--- config.mk ---
export PLATFORM = sky130hd
export DESIGN_NAME = br_resolve_unit
export DESIGN_NICKNAME = d
export VERILOG_FILES = /design/src/rtl/br_pkg.sv /design/src/rtl/br_datapath.sv /design/src/rtl/br_control.sv /design/src/rtl/br_resolve_unit.sv
export SDC_FILE = /design/constraint.sdc
export NUM_CORES = 1
export LEC_CHECK = 0
export ABC_CLOCK_PERIOD_IN_PS = 3550
export BUFFER_PORTS_ARGS = -buffer_cell sky130_fd_sc_hd__clkbuf_2
export CAP_MARGIN = 40
export CELL_PAD_IN_SITES_DETAIL_PLACEMENT = 0
export CELL_PAD_IN_SITES_GLOBAL_PLACEMENT = 1
export CORE_UTILIZATION = 25
export CTS_CLUSTER_SIZE = 30
export DETAILED_ROUTE_END_ITERATION = 10
export HOLD_SLACK_MARGIN = 0.12
export PLACE_DENSITY = 0.94
export RECOVER_POWER = 25
export SYNTH_ARGS = -nofsm -noshare
export SYNTH_HDL_FRONTEND = slang
export SYNTH_SLANG_ARGS = --single-unit
--- constraint.sdc ---
create_clock -name clk -period 3.55 [get_ports clk]
set_clock_uncertainty 0.1 [all_clocks]
set_input_delay 0.355 -clock clk [delete_from_list [all_inputs] [get_ports clk]]
set_output_delay 0.355 -clock clk [all_outputs]
set_load 0.005 [all_outputs]
--- src/rtl/br_pkg.sv ---
package br_pkg;

  // Branch-kind codes seen on brKind; any other value is not a branch
  localparam logic [2:0] KIND_NONE = 3'd0;
  localparam logic [2:0] KIND_EQZ  = 3'd1;
  localparam logic [2:0] KIND_NEZ  = 3'd2;
  localparam logic [2:0] KIND_LTZ  = 3'd3;
  localparam logic [2:0] KIND_GTZ  = 3'd4;

  // Slot-tracking state of the control
  typedef enum logic [1:0] {
    ST_RUN  = 2'd0,
    ST_HELD = 2'd1,
    ST_SLOT = 2'd2
  } brState_e;

  // Strobes from control to datapath
  typedef struct packed {
    logic selTarget;  // steer the next fetch to the target
    logic resolveNow; // a branch is being resolved this cycle
  } brStrobe_t;

  function automatic logic isBranchKind(input logic [2:0] k);
    return (k == KIND_EQZ) || (k == KIND_NEZ) ||
           (k == KIND_LTZ) || (k == KIND_GTZ);
  endfunction

endpackage

--- src/rtl/br_datapath.sv ---
module br_datapath
  import br_pkg::*;
#(
  parameter int DATA_W = 32,
  parameter int ADDR_W = 32,
  parameter int DISP_W = 16
) (
  input  logic [2:0]        brKind,
  input  logic [DATA_W-1:0] brOperand,
  input  logic [DISP_W-1:0] brDisp,
  input  logic [ADDR_W-1:0] idPcPlus4,
  input  logic [ADDR_W-1:0] ifPcPlus4,
  input  brStrobe_t         strobe,
  output logic              condMet,
  output logic [ADDR_W-1:0] brTarget,
  output logic [ADDR_W-1:0] nextPc
);

  localparam int OFS_W = DISP_W + 2; // width of the byte offset

  logic isZero;
  logic isNeg;
  logic [ADDR_W-1:0] byteOfs;

  // Zero and sign tests on one operand: no subtractor
  assign isZero = ~|brOperand;
  assign isNeg  = brOperand[DATA_W-1];

  always_comb begin
    unique case (brKind)
      KIND_EQZ: condMet = isZero;
      KIND_NEZ: condMet = ~isZero;
      KIND_LTZ: condMet = isNeg;
      KIND_GTZ: condMet = ~isNeg & ~isZero;
      default:  condMet = 1'b0;
    endcase
  end

  // Word displacement to byte offset, widened or cut to the address width
  generate
    if (ADDR_W > OFS_W) begin : g_sext
      assign byteOfs = {{(ADDR_W-OFS_W){brDisp[DISP_W-1]}}, brDisp, 2'b00};
    end else begin : g_trunc
      logic [OFS_W-1:0] fullOfs;
      assign fullOfs = {brDisp, 2'b00};
      assign byteOfs = fullOfs[ADDR_W-1:0];
    end
  endgenerate

  // Dedicated target adder in decode
  assign brTarget = idPcPlus4 + byteOfs;

  // Next-fetch select: sequential path comes straight from fetch
  assign nextPc = strobe.selTarget ? brTarget : ifPcPlus4;

endmodule

--- src/rtl/br_control.sv ---
module br_control
  import br_pkg::*;
#(
  parameter int REG_W = 5
) (
  input  logic             clk,
  input  logic             rstN,
  input  logic             idValid,
  input  logic [2:0]       brKind,
  input  logic [REG_W-1:0] brSrcReg,
  input  logic             exWrEn,
  input  logic [REG_W-1:0] exWrReg,
  input  logic             condMet,
  output brStrobe_t        strobe,
  output logic             stallReq,
  output logic             delaySlotNow
);

  brState_e state, stateNxt;
  logic validBranch;
  logic depHit;
  logic hazard;
  logic resolve;

  assign validBranch = idValid && isBranchKind(brKind);
  assign depHit      = exWrEn && (exWrReg == brSrcReg) && (brSrcReg != '0);

  // A held branch (ST_HELD) is never stalled a second time
  assign hazard  = validBranch && (state == ST_RUN) && depHit;
  assign resolve = validBranch && (state != ST_SLOT) && !hazard;

  always_comb begin
    stateNxt = state;
    unique case (state)
      ST_RUN: begin
        if (hazard)       stateNxt = ST_HELD;
        else if (resolve) stateNxt = ST_SLOT;
      end
      ST_HELD: begin
        if (resolve)      stateNxt = ST_SLOT;
        else              stateNxt = ST_RUN;
      end
      ST_SLOT: begin
        if (idValid)      stateNxt = ST_RUN;
      end
      default:            stateNxt = ST_RUN;
    endcase
  end

  always_ff @(posedge clk) begin
    if (!rstN) state <= ST_RUN;
    else       state <= stateNxt;
  end

  assign strobe.resolveNow = resolve;
  assign strobe.selTarget  = resolve && condMet;
  assign stallReq          = hazard;
  assign delaySlotNow      = (state == ST_SLOT);

endmodule

--- src/rtl/br_resolve_unit.sv ---
module br_resolve_unit
  import br_pkg::*;
#(
  parameter int DATA_W = 32,
  parameter int ADDR_W = 32,
  parameter int DISP_W = 16,
  parameter int REG_W  = 5
) (
  input  logic              clk,
  input  logic              rstN,
  input  logic              idValid,
  input  logic [2:0]        brKind,
  input  logic [REG_W-1:0]  brSrcReg,
  input  logic [DATA_W-1:0] brOperand,
  input  logic [DISP_W-1:0] brDisp,
  input  logic [ADDR_W-1:0] idPcPlus4,
  input  logic [ADDR_W-1:0] ifPcPlus4,
  input  logic              exWrEn,
  input  logic [REG_W-1:0]  exWrReg,
  output logic              brTaken,
  output logic [ADDR_W-1:0] brTarget,
  output logic              nextPcSel,
  output logic [ADDR_W-1:0] nextPc,
  output logic              stallReq,
  output logic              delaySlotNow
);

  brStrobe_t strobe;
  logic      condMet;

  br_control #(.REG_W(REG_W)) u_ctrl (
    .clk          (clk),
    .rstN         (rstN),
    .idValid      (idValid),
    .brKind       (brKind),
    .brSrcReg     (brSrcReg),
    .exWrEn       (exWrEn),
    .exWrReg      (exWrReg),
    .condMet      (condMet),
    .strobe       (strobe),
    .stallReq     (stallReq),
    .delaySlotNow (delaySlotNow)
  );

  br_datapath #(.DATA_W(DATA_W), .ADDR_W(ADDR_W), .DISP_W(DISP_W)) u_dp (
    .brKind    (brKind),
    .brOperand (brOperand),
    .brDisp    (brDisp),
    .idPcPlus4 (idPcPlus4),
    .ifPcPlus4 (ifPcPlus4),
    .strobe    (strobe),
    .condMet   (condMet),
    .brTarget  (brTarget),
    .nextPc    (nextPc)
  );

  assign brTaken   = strobe.selTarget;
  assign nextPcSel = strobe.selTarget;

endmodule

# == Word level (Yosys, flattened, before mapping) ==
# Index checks and enable logic that the tools add are counted.
# W data, S select, Z words.
# totals
register_bits,2
inputBits,129
wordCells,38
# op_classes
addsub,1
n_eq_ne,10
muxes,7
bitwise_logic,2
reduce_logical,17
# ops
cell,count
$add A32 B32 Y32,1
$mux W32,1
$reduce_or A32 Y1,1
$logic_and A1 B1 Y1,8
$mux W2,4
$eq A3 B2 Y1 const B,2
$pmux W2 S3,1
$eq A5 B5 Y1,1
$reduce_bool A5 Y1,1
$ne A2 B2 Y1 const B,2
$pmux W1 S4,1
$eq A3 B1 Y1 const B,1
$eq A3 B3 Y1 const B,1
$logic_or A1 B1 Y1,3
$ne A3 B1 Y1 const B,1
$eq A2 B1 Y1 const B,1
$eq A2 B2 Y1 const B,1
$logic_not A1 Y1,2
$logic_not A2 Y1,1
$reduce_and A2 Y1,1
$and A1 B1 Y1,1
$not A1 Y1,1

# == Depth between registers and ports, before layout ==
# Gate-level depths: netlist of run 1.
# logic_depth
depth_word,12
depth_mapped,11

# == Hierarchy ==
# From an unflattened synthesis of run 1, not the netlist that was laid out.
# unflattened
hier_cells,331
hier_area_um2,2469.9
# by_module_without_submodules
mod,instances,cells_each,area_each_um2,seq_area_each_um2
br_datapath,1,303,2232.1,0.0
br_control,1,27,230.2,40.0
br_resolve_unit,1,1,7.5,0.0

# == Worst setup path after synthesis of run 1 ==
# Ideal clock, no wire load.
# synth_timing
kind,input to output
from,input brOperand[24]
to,output nextPc[24]
arrival_ps,2435
setup_slack_ps,660
cell_stages,8
path_cell_list,nor4_1 nand4_1 nor2_1 mux2i_1 a311o_1 a2111oi_4 buf_6 mux2_2
# synth_between
elab_chain_cells,5
# synth_lines
element,line_no,rtl
"start, declared",br_resolve_unit.sv:14,"input logic [DATA_W-1:0] brOperand,"
$reduce_or A32 Y1 *,br_datapath.sv:26,assign isZero = ~|brOperand;
$and A1 B1 Y1 / $logic_not A1 Y1 (equally long branches),"br_datapath.sv:34, br_datapath.sv:26",
$pmux W1 S4 *,br_datapath.sv:30,unique case (brKind)
$logic_and A1 B1 Y1 *,br_control.sv:56,assign strobe.selTarget = resolve && condMet;
named net brTaken,br_resolve_unit.sv:20,"output logic brTaken,"
$mux W32 *,br_datapath.sv:54,assign nextPc = strobe.selTarget ? brTarget : ifPcPlus4;
"end, declared",br_resolve_unit.sv:23,"output logic [ADDR_W-1:0] nextPc,"
# The timed path passes the listed nets; every way through them passes the cells marked *.

# == Worst setup path after layout of run 1 ==
# layout_timing
from,input brDisp[15]
to,output nextPc[29]
# layout_between
elab_chain_cells,2
# layout_lines
element,line_no,rtl
"start, declared",br_resolve_unit.sv:15,"input logic [DISP_W-1:0] brDisp,"
$add A32 B32 Y32,br_datapath.sv:51,assign brTarget = idPcPlus4 + byteOfs;
$mux W32,br_datapath.sv:54,
# Every way passes these cells.

==> out/summary.txt, run 1 <==
status: complete, no violations
crit path DAT: 2.94 ns
clk sink count: 2
core region area: 8380 um2
Pint: 376 uW
total global routing overflow: 0
critical path's top delay family: compound AO/OA/AOI/OAI gates
TNS Setup: 0 ns
Die Ht: 96.1 um
Rows: 33
initial DRC count: 75
HP Class: input pin to flop
Max VDD drop: 0.0801 mV
Area Overhead vs Synth: 52.1%
relative slew slack: 0.640
f_max: 0.295 GHz
Post-synth EDFFs: 0
IO buf count: 196
post-route ant nets: 0
crit path launch: brDisp[15]
Die W: 96.1 um
ant diodes: 0
Gate Count Post-Synth: 292
Tcrit/Tclk final: 0.955
crit path cell chain: clkbuf_2, ha_1, and3_1, nand2_1, o31ai_1, a31oi_1, o21ai_0, xnor2_1, mux2_2, clkbuf_2
Nets: 646
CP Class: input pin to output pin
Synth warnings: 0
first-pass iteration count of the detailed router: 4
Hold Buf Count CTS: 0
syn_area_per_cell: 7.58 um2
antenna violations before repair: 0
Seq pwr share: 0.035
Worst path slowest cell: ha_1
post-synth net total: 451
Sw Ratio: 0.450
# fillers: 910
clk slew on worst S/H paths: 0.03 ns
GR Util All Layers: 0.160
layout cell share with drive strength beyond 1: 0.491
die footprint: 9240 um2
RSZ-0062 raised after global routing: no
CTS Root Cell: clkbuf_8
largest registers: u_ctrl.state (2)
CTS tree: yes
Worst Path Buf+Inv: 2
routed vias/inst: 4.98
worst skew pair latency: 0.21 ns
CTS H-Tree Depth: 1
Slew Viols, Final: 0
final hold violations: 0
Synth cell types: 44
GP Congestion: 0.844
sequential share of the synthesized area: 0.0181
Switch Pwr: 308 uW
hpwl dp: 6780 um
# DRC: 0
number of buffers created by CTS: 3
routed len/inst: 13.4 um
Worst Path Required: 3.09 ns
critical path capture point type: output pin
CP most frequent cell: clkbuf_2
clock network fraction of design power: 0.131
Largest register FFs: 2
Final Setup Violations: 0
CP startpoint kind: input pin
slowest stage delay, CP: 0.52 ns
cts repair resizes: 0
final core utilization: 0.402
number of global-route vias before repair: 2714
Max-Cap Viols: 0
measured slew at the worst slew-check pin: 0.526 ns
Initial Utilization: 0.264
HP Start: rstN
vias: 2940
post-CTS setup buffers: 0
WHS: 0.264 ns
R2R Path Start: u_ctrl.state[0]$_SDFFE_PN0P_
worst-path maximum fanout: 15
Top FF cell, synth: dfxtp_1
Top Ports: 197
crit path time final: 3.39 ns
synthesized flop and latch total: 2
pin count of the biggest net entering global routing: 33
Power per Cell Area: 203 nW/um2
routed wire length: 7880 um
CTS max path bufs: 2
first-pass GRT wire length: 11900 um
Mapped Area: 2210 um2
part of the power in combinational logic: 0.833
Top reg by flops: u_ctrl.state
LEAKAGE: 0.00174 uW
ys async rst share: 0
-- cell usage after synthesis (4+ instances only) --
cell,n,share of area
a21oi_1,30,0.068
ha_1,29,0.16
mux2_2,29,0.15
xnor2_1,19,0.075
nand2_1,17,0.029
nor2_1,17,0.029
inv_1,13,0.022
xor2_1,13,0.051
o21ai_0,12,0.027
a21o_1,11,0.037
nor4_1,11,0.031
o21bai_1,9,0.031
nand3_1,7,0.016
nand2b_1,6,0.017
a31oi_1,5,0.014
nand4_1,5,0.014
and3_1,4,0.011
nor2b_1,4,0.011
-- per-stage QoR --
step           instance area [um2]  instances  total power [uW]  setup slack, ns
6_report                      3370        590               683            0.158
5_1_grt                       3370        590               754           0.0201
4_1_cts                       3340        590               685           0.0232
3_5_place_dp                  3290        587               588           0.0465
3_3_place_gp                  3290        587               581            0.156
2_1_floorplan                 2210        292               350            0.660
-- power groups by stage --
stage	clock network (uW)	registers, uW	logic [uW]
3_5_place_dp	0	24.5	564
3_3_place_gp	0	24.5	556
6_report	89.6	24.2	570
5_1_grt	95.8	24.4	634
2_1_floorplan	0	24.4	325
4_1_cts	93.2	24.2	567
-- kinds of logic (layout without fill, tap and decap cells) --
| group | Yosys count | in the layout | synth area share |
|---|---|---|---|
| flip-flops | 2 | 2 | 0.0181 |
| AND/OR/NAND/NOR | 82 | 82 | 0.189 |
| XOR/XNOR | 32 | 32 | 0.127 |
| AO/OA/AOI/OAI | 90 | 90 | 0.269 |
| buffers and inverters | 22 | 215 | 0.0525 |
| multiplexers | 34 | 34 | 0.171 |
| adder cells (fa/ha/maj) | 30 | 30 | 0.173 |
-- worst register-to-register path: stages (launching register included) --
cell and delay [ns]:
dfxtp_1 0.30, nand4b_1 0.16, nor4_1 0.27, o21ai_0 0.20, nor3_1 0.28, and2_1 0.16
-- final cells by class --
| class | count | area, um2 | area share |
|---|---|---|---|
| Timing Repair Buffer | 199 | 1010 | 0.299 |
| Clock buffer | 3 | 41.3 | 0.0123 |
| Multi-Input combinational cell | 268 | 2100 | 0.623 |
| Tap cell | 105 | 131 | 0.0390 |
| Inverter | 13 | 48.8 | 0.0145 |
| Sequential cell | 2 | 40.0 | 0.0119 |
-- layer usage --
layer	vias up	wire [um]	track usage
met5	-	0	0
met4	0	29	0.0286
met3	4	701	0.0300
met2	137	4110	0.319
met1	1314	3040	0.174
li1	1485	-	-
-- layout by cell type, fill, tap and decap left out, drive strengths merged, types with 7 or more instances in the layout --
master / netlist / routed
a21o: 11 / 11
a21oi: 31 / 31
clkbuf: 3 / 200
ha: 29 / 29
inv: 13 / 13
mux2: 31 / 31
nand2: 17 / 17
nand3: 7 / 7
nor2: 17 / 17
nor4: 11 / 11
o21ai: 12 / 12
o21bai: 9 / 9
xnor2: 19 / 19
xor2: 13 / 13
-- worst paths after layout --
check / to / slack [ns] / cells after the start
hold reg to reg: u_ctrl.state[0]$_SDFFE_PN0P_ / 0.53 / 2
setup / recovery: nextPc[29] / 0.16 / 10
setup reg to reg: u_ctrl.state[0]$_SDFFE_PN0P_ / 2.03 / 5
hold / removal: u_ctrl.state[0]$_SDFFE_PN0P_ / 0.26 / 2
Note: power is estimated with default switching activity, not from simulation.
==> inputs of run 2 (changes only) <==
- MAX_ROUTING_LAYER: not set -> met4
==> out/summary.txt, run 2 (synthesis results as in run 1) <==
status: complete, no violations (unchanged)
Top reg by flops: u_ctrl.state (unchanged)
vias: 2969 (was 2940)
core region area: 8380 um2 (unchanged)
Reg2Reg Depth: 5 (unchanged)
Levels on crit path: 13 (was 10)
GP Congestion: 0.852 (was 0.844)
CP startpoint kind: input pin (unchanged)
Die Ht: 96.1 um (unchanged)
Largest register FFs: 2 (unchanged)
worst skew pair latency: 0.21 ns (about the same)
Rows: 33 (unchanged)
post-route met1 wirelength: 3130 um (was 3040 um)
Worst path slowest cell: fa_1 (was ha_1)
RSZ-0062 raised after global routing: no (unchanged)
initial DRC count: 78 (was 75)
number of buffers created by CTS: 3 (unchanged)
hpwl dp: 6830 um (was 6780 um)
cts repair resizes: 0 (unchanged)
f_max: 0.299 GHz (was 0.295 GHz)
final hold violations: 0 (unchanged)
slowest stage delay, CP: 0.40 ns (was 0.52 ns)
worst-path maximum fanout: 3 (was 15)
Met2 Wirelength: 4110 um (about the same)
smallest setup slack after layout: 0.205 ns (was 0.158 ns)
Slew Viols, Final: 0 (unchanged)
post-CTS setup buffers: 0 (unchanged)
crit path cell chain: clkbuf_2, ha_1, inv_1, fa_1, nand2b_1, a21oi_2, o21ai_1, a31oi_2, o221ai_1, a31oi_1, xor2_1, mux2_2, clkbuf_2 (was clkbuf_2, ha_1, and3_1, nand2_1, o31ai_1, a31oi_1, o21ai_0, xnor2_1, mux2_2, clkbuf_2)
largest registers: u_ctrl.state (2) (unchanged)
crit path time final: 3.34 ns (was 3.39 ns)
DR top layer: met4 (unchanged)
Hold Path Stages: 2 (unchanged)
critical path's top delay family: compound AO/OA/AOI/OAI gates (unchanged)
DP Worst Slack: 0.0598 ns (was 0.0465 ns)
commonest non-fill, non-tap cells in the layout: clkbuf_2 (188), a21oi_1 (29), mux2_2 (29) (was clkbuf_2 (190), a21oi_1 (29), mux2_2 (29), ha_1 (29), xnor2_1 (19))
Die W: 96.1 um (unchanged)
CP most frequent cell: clkbuf_2 (unchanged)
post-route ant nets: 0 (unchanged)
HP Class: input pin to flop (unchanged)
die footprint: 9240 um2 (unchanged)
Max-Cap Viols: 0 (unchanged)
Hold Buf Count CTS: 0 (unchanged)
Top Ports: 197 (unchanged)
power consumption: 688 uW (was 683 uW)
CTS tree: yes (unchanged)
CTS H-Tree Depth: 1 (unchanged)
measured slew at the worst slew-check pin: 0.509 ns (was 0.526 ns)
CTS Root Cell: clkbuf_8 (unchanged)
crit path DAT: 2.89 ns (was 2.94 ns)
Tcrit/Tclk final: 0.942 (was 0.955)
# fillers: 910 (unchanged)
Initial Utilization: 0.264 (unchanged)
# DRC: 0 (unchanged)
antenna violations before repair: 0 (unchanged)
critical path capture point type: output pin (unchanged)
Max VDD drop: 0.0728 mV (was 0.0801 mV)
routed wire length: 7850 um (was 7880 um)
pin count of the biggest net entering global routing: 33 (unchanged)
Power per Cell Area: 205 nW/um2 (was 203 nW/um2)
CTS max path bufs: 2 (unchanged)
Area Overhead vs Synth: 51.8% (was 52.1%)
routed vias/inst: 5.02 (was 4.98)
ant diodes: 0 (unchanged)
first-pass iteration count of the detailed router: 4 (unchanged)
total global routing overflow: 0 (unchanged)
met3 routed WL: 567 um (was 701 um)
first-pass GRT wire length: 11500 um (was 11900 um)
commonest non-fill, non-tap cell in the layout: clkbuf_2 (unchanged)
r2r setup slk: 2.06 ns (was 2.03 ns)
Worst Path Required: 3.09 ns (about the same)
LEAKAGE: 0.00173 uW (was 0.00174 uW)
WHS: 0.262 ns (was 0.264 ns)
Final Setup Violations: 0 (unchanged)
IO buf count: 196 (unchanged)
CP Class: input pin to output pin (unchanged)
clk slew on worst S/H paths: 0.03 ns (about the same)
TNS Setup: 0 ns (unchanged)
routed len/inst: 13.3 um (was 13.4 um)
GR Util All Layers: 0.158 (was 0.160)
Nets: 647 (was 646)
number of global-route vias before repair: 2794 (was 2714)
layout cell share with drive strength beyond 1: 0.486 (was 0.491)
relative slew slack: 0.652 (was 0.640)
clk sink count: 2 (unchanged)
Worst Path Buf+Inv: 3 (was 2)
run 2: stage by stage:
stage / utilization / instance area (um2) / instances
after global placement: 0.394 / 3300 / 588
final: 0.401 / 3360 / 591
after floorplan: - / 2210 / 292
after global routing: 0.401 / 3360 / 591
after detailed placement: 0.394 / 3300 / 588
after CTS: 0.399 / 3340 / 591
run 2: power by group:
| part | internal, uW | switching, uW |
|---|---|---|
| Sequential | 23.6 | 0.656 |
| Clock | 71.9 | 20.0 |
| Combinational | 284 | 289 |
| Total | 379 | 309 |
run 2: layout make-up:
| cell class | count | area (um2) | share of cell area |
|---|---|---|---|
| clock buffers | 3 | 41.3 | 0.0123 |
| inverters | 13 | 48.8 | 0.0145 |
| multi-input cells | 268 | 2080 | 0.620 |
| flip-flops and latches | 2 | 40.0 | 0.0119 |
| well taps | 105 | 131 | 0.0391 |
| repair buffers | 200 | 1020 | 0.303 |
run 2: path summary, 6_finish.rpt:
check,start,to
min reg2reg,u_ctrl.state[1]$_SDFFE_PN0P_,u_ctrl.state[0]$_SDFFE_PN0P_
max reg2reg,u_ctrl.state[0]$_SDFFE_PN0P_,u_ctrl.state[0]$_SDFFE_PN0P_
max,brDisp[0],nextPc[30]
min,rstN,u_ctrl.state[0]$_SDFFE_PN0P_
run 2: metal layers:
layer  track usage  vias up
li1              -     1491
met1         0.165     1330
met2         0.322      142
met3        0.0103        6
met4        0.0286        0
met5             -        -
==> inputs of run 3 (changes only) <==
- RECOVER_POWER: 25 -> not set
==> out/summary.txt, run 3 (synthesis results as in run 1) <==
R2R Path Start: u_ctrl.state[0]$_SDFFE_PN0P_ (unchanged)
part of the power in combinational logic: 0.832 (was 0.831)
Die W: 96.1 um (unchanged)
CP Class: input pin to output pin (unchanged)
GP Congestion: 0.852 (unchanged)
post-CTS setup buffers: 0 (unchanged)
crit path DAT: 2.89 ns (about the same)
largest registers: u_ctrl.state (2) (unchanged)
Area Overhead vs Synth: 52.1% (was 51.8%)
first-pass iteration count of the detailed router: 4 (unchanged)
CTS H-Tree Depth: 1 (unchanged)
worst skew pair latency: 0.21 ns (about the same)
worst-path maximum fanout: 3 (unchanged)
HP Start: rstN (unchanged)
smallest setup slack after layout: 0.205 ns (about the same)
f_max: 0.299 GHz (about the same)
CTS max path bufs: 2 (unchanged)
layout cell share with drive strength beyond 1: 0.500 (was 0.486)
Slew Viols, Final: 0 (unchanged)
crit path launch: brDisp[0] (unchanged)
crit path time final: 3.35 ns (was 3.34 ns)
Worst Path Required: 3.09 ns (about the same)
commonest non-fill, non-tap cells in the layout: clkbuf_2 (195), a21oi_1 (29), mux2_2 (29) (was clkbuf_2 (188), a21oi_1 (29), mux2_2 (29))
TNS Setup: 0 ns (unchanged)
clk slew on worst S/H paths: 0.03 ns (about the same)
DP Worst Slack: 0.0598 ns (unchanged)
Post-Place Cells: 588 (unchanged)
Top reg by flops: u_ctrl.state (unchanged)
Final Setup Violations: 0 (unchanged)
CTS tree: yes (unchanged)
routed len/inst: 13.3 um (about the same)
Die Ht: 96.1 um (unchanged)
total global routing overflow: 0 (unchanged)
Max VDD drop: 0.0728 mV (about the same)
post-route ant nets: 0 (unchanged)
initial DRC count: 107 (was 78)
CP startpoint kind: input pin (unchanged)
Top Ports: 197 (unchanged)
status: complete, no violations (unchanged)
# fillers: 905 (was 910)
LEAKAGE: 0.00176 uW (was 0.00173 uW)
Max-Cap Viols: 0 (unchanged)
antenna violations before repair: 0 (unchanged)
Power per Cell Area: 205 nW/um2 (about the same)
GR Util All Layers: 0.158 (unchanged)
number of global-route vias before repair: 2794 (unchanged)
Initial Utilization: 0.264 (unchanged)
Nets: 647 (unchanged)
Tcrit/Tclk final: 0.942 (about the same)
Largest register FFs: 2 (unchanged)
clk sink count: 2 (unchanged)
Seq pwr share: 0.035 (about the same)
critical path capture point type: output pin (unchanged)
CTS Root Cell: clkbuf_8 (unchanged)
Pint: 380 uW (was 379 uW)
commonest non-fill, non-tap cell in the layout: clkbuf_2 (unchanged)
final hold violations: 0 (unchanged)
vias: 2973 (was 2969)
RSZ-0062 raised after global routing: no (unchanged)
number of buffers created by CTS: 3 (unchanged)
# DRC: 0 (unchanged)
measured slew at the worst slew-check pin: 0.509 ns (unchanged)
relative slew slack: 0.652 (unchanged)
first-pass GRT wire length: 11500 um (unchanged)
core region area: 8380 um2 (unchanged)
ant diodes: 0 (unchanged)
routed vias/inst: 5.03 (was 5.02)
IO buf count: 196 (unchanged)
Rows: 33 (unchanged)
Switch Pwr: 309 uW (about the same)
routed wire length: 7850 um (about the same)
hpwl dp: 6830 um (unchanged)
final std cells w/o fill: 591 (unchanged)
Sw Ratio: 0.448 (was 0.449)
clock network fraction of design power: 0.133 (about the same)
HP Class: input pin to flop (unchanged)
die footprint: 9240 um2 (unchanged)
pin count of the biggest net entering global routing: 33 (unchanged)
## run 3: per-stage QoR
stage | util | hold slack [ns] | total power (uW) | instance area [um2]
6_report | 0.402 | 0.259 | 690 | 3370
5_1_grt | 0.402 | 0.275 | 757 | 3370
3_5_place_dp | 0.394 | 0.478 | 592 | 3300
4_1_cts | 0.399 | 0.254 | 692 | 3340
3_3_place_gp | 0.394 | 0.474 | 585 | 3300
2_1_floorplan | - | 0.377 | 350 | 2210
## run 3: layout make-up
cell class,instances,area (um2),share of cell area
clock buffer,3,41.3,0.0123
inverter,13,48.8,0.0145
multi-input combinational,268,2080,0.618
sequential,2,40.0,0.0119
tap,105,131,0.0390
timing repair buffer,200,1030,0.304
## run 3: final timing paths
kind,to,slack [ns],cells past startpoint
worst max-delay path,nextPc[30],0.20,13
worst min-delay path,u_ctrl.state[0]$_SDFFE_PN0P_,0.26,2
worst max register to register,u_ctrl.state[0]$_SDFFE_PN0P_,2.04,5
worst min register to register,u_ctrl.state[0]$_SDFFE_PN0P_,0.53,2
## run 3: timing repair
action | in CTS | in global routing
resized for setup | 0 | 8
setup endpoints to repair | 0 | 25
hold buffers | 0 | 0
## run 3: worst max-delay path, stage by stage
cell      delay (ns)
clkbuf_2        0.08
ha_1            0.18
inv_1           0.06
fa_1            0.40
nand2b_1        0.19
a21oi_2         0.20
o21ai_1         0.17
a31oi_2         0.29
o221ai_1        0.22
a31oi_1         0.25
xor2_1          0.10
mux2_2          0.27
clkbuf_2        0.11
## run 3: per-layer routing
| metal | GRT usage | wire [um] | vias to the layer above | part of all wire |
|---|---|---|---|---|
| li1 | - | - | 1490 | - |
| met1 | 0.165 | 3120 | 1335 | 0.40 |
| met2 | 0.322 | 4120 | 142 | 0.52 |
| met3 | 0.0103 | 566 | 6 | 0.072 |
| met4 | 0.0286 | 46 | 0 | 0.0059 |
| met5 | - | 0 | - | 0 |
## run 3: power by group through the flow
stage               sequential [uW]  combinational [uW]  clock, uW
floorplan                      24.4                 325          0
global placement               24.5                 560          0
detailed placement             24.5                 568          0
CTS                            24.2                 572       96.1
global route                   24.4                 637       95.1
finish                         24.2                 574       91.9
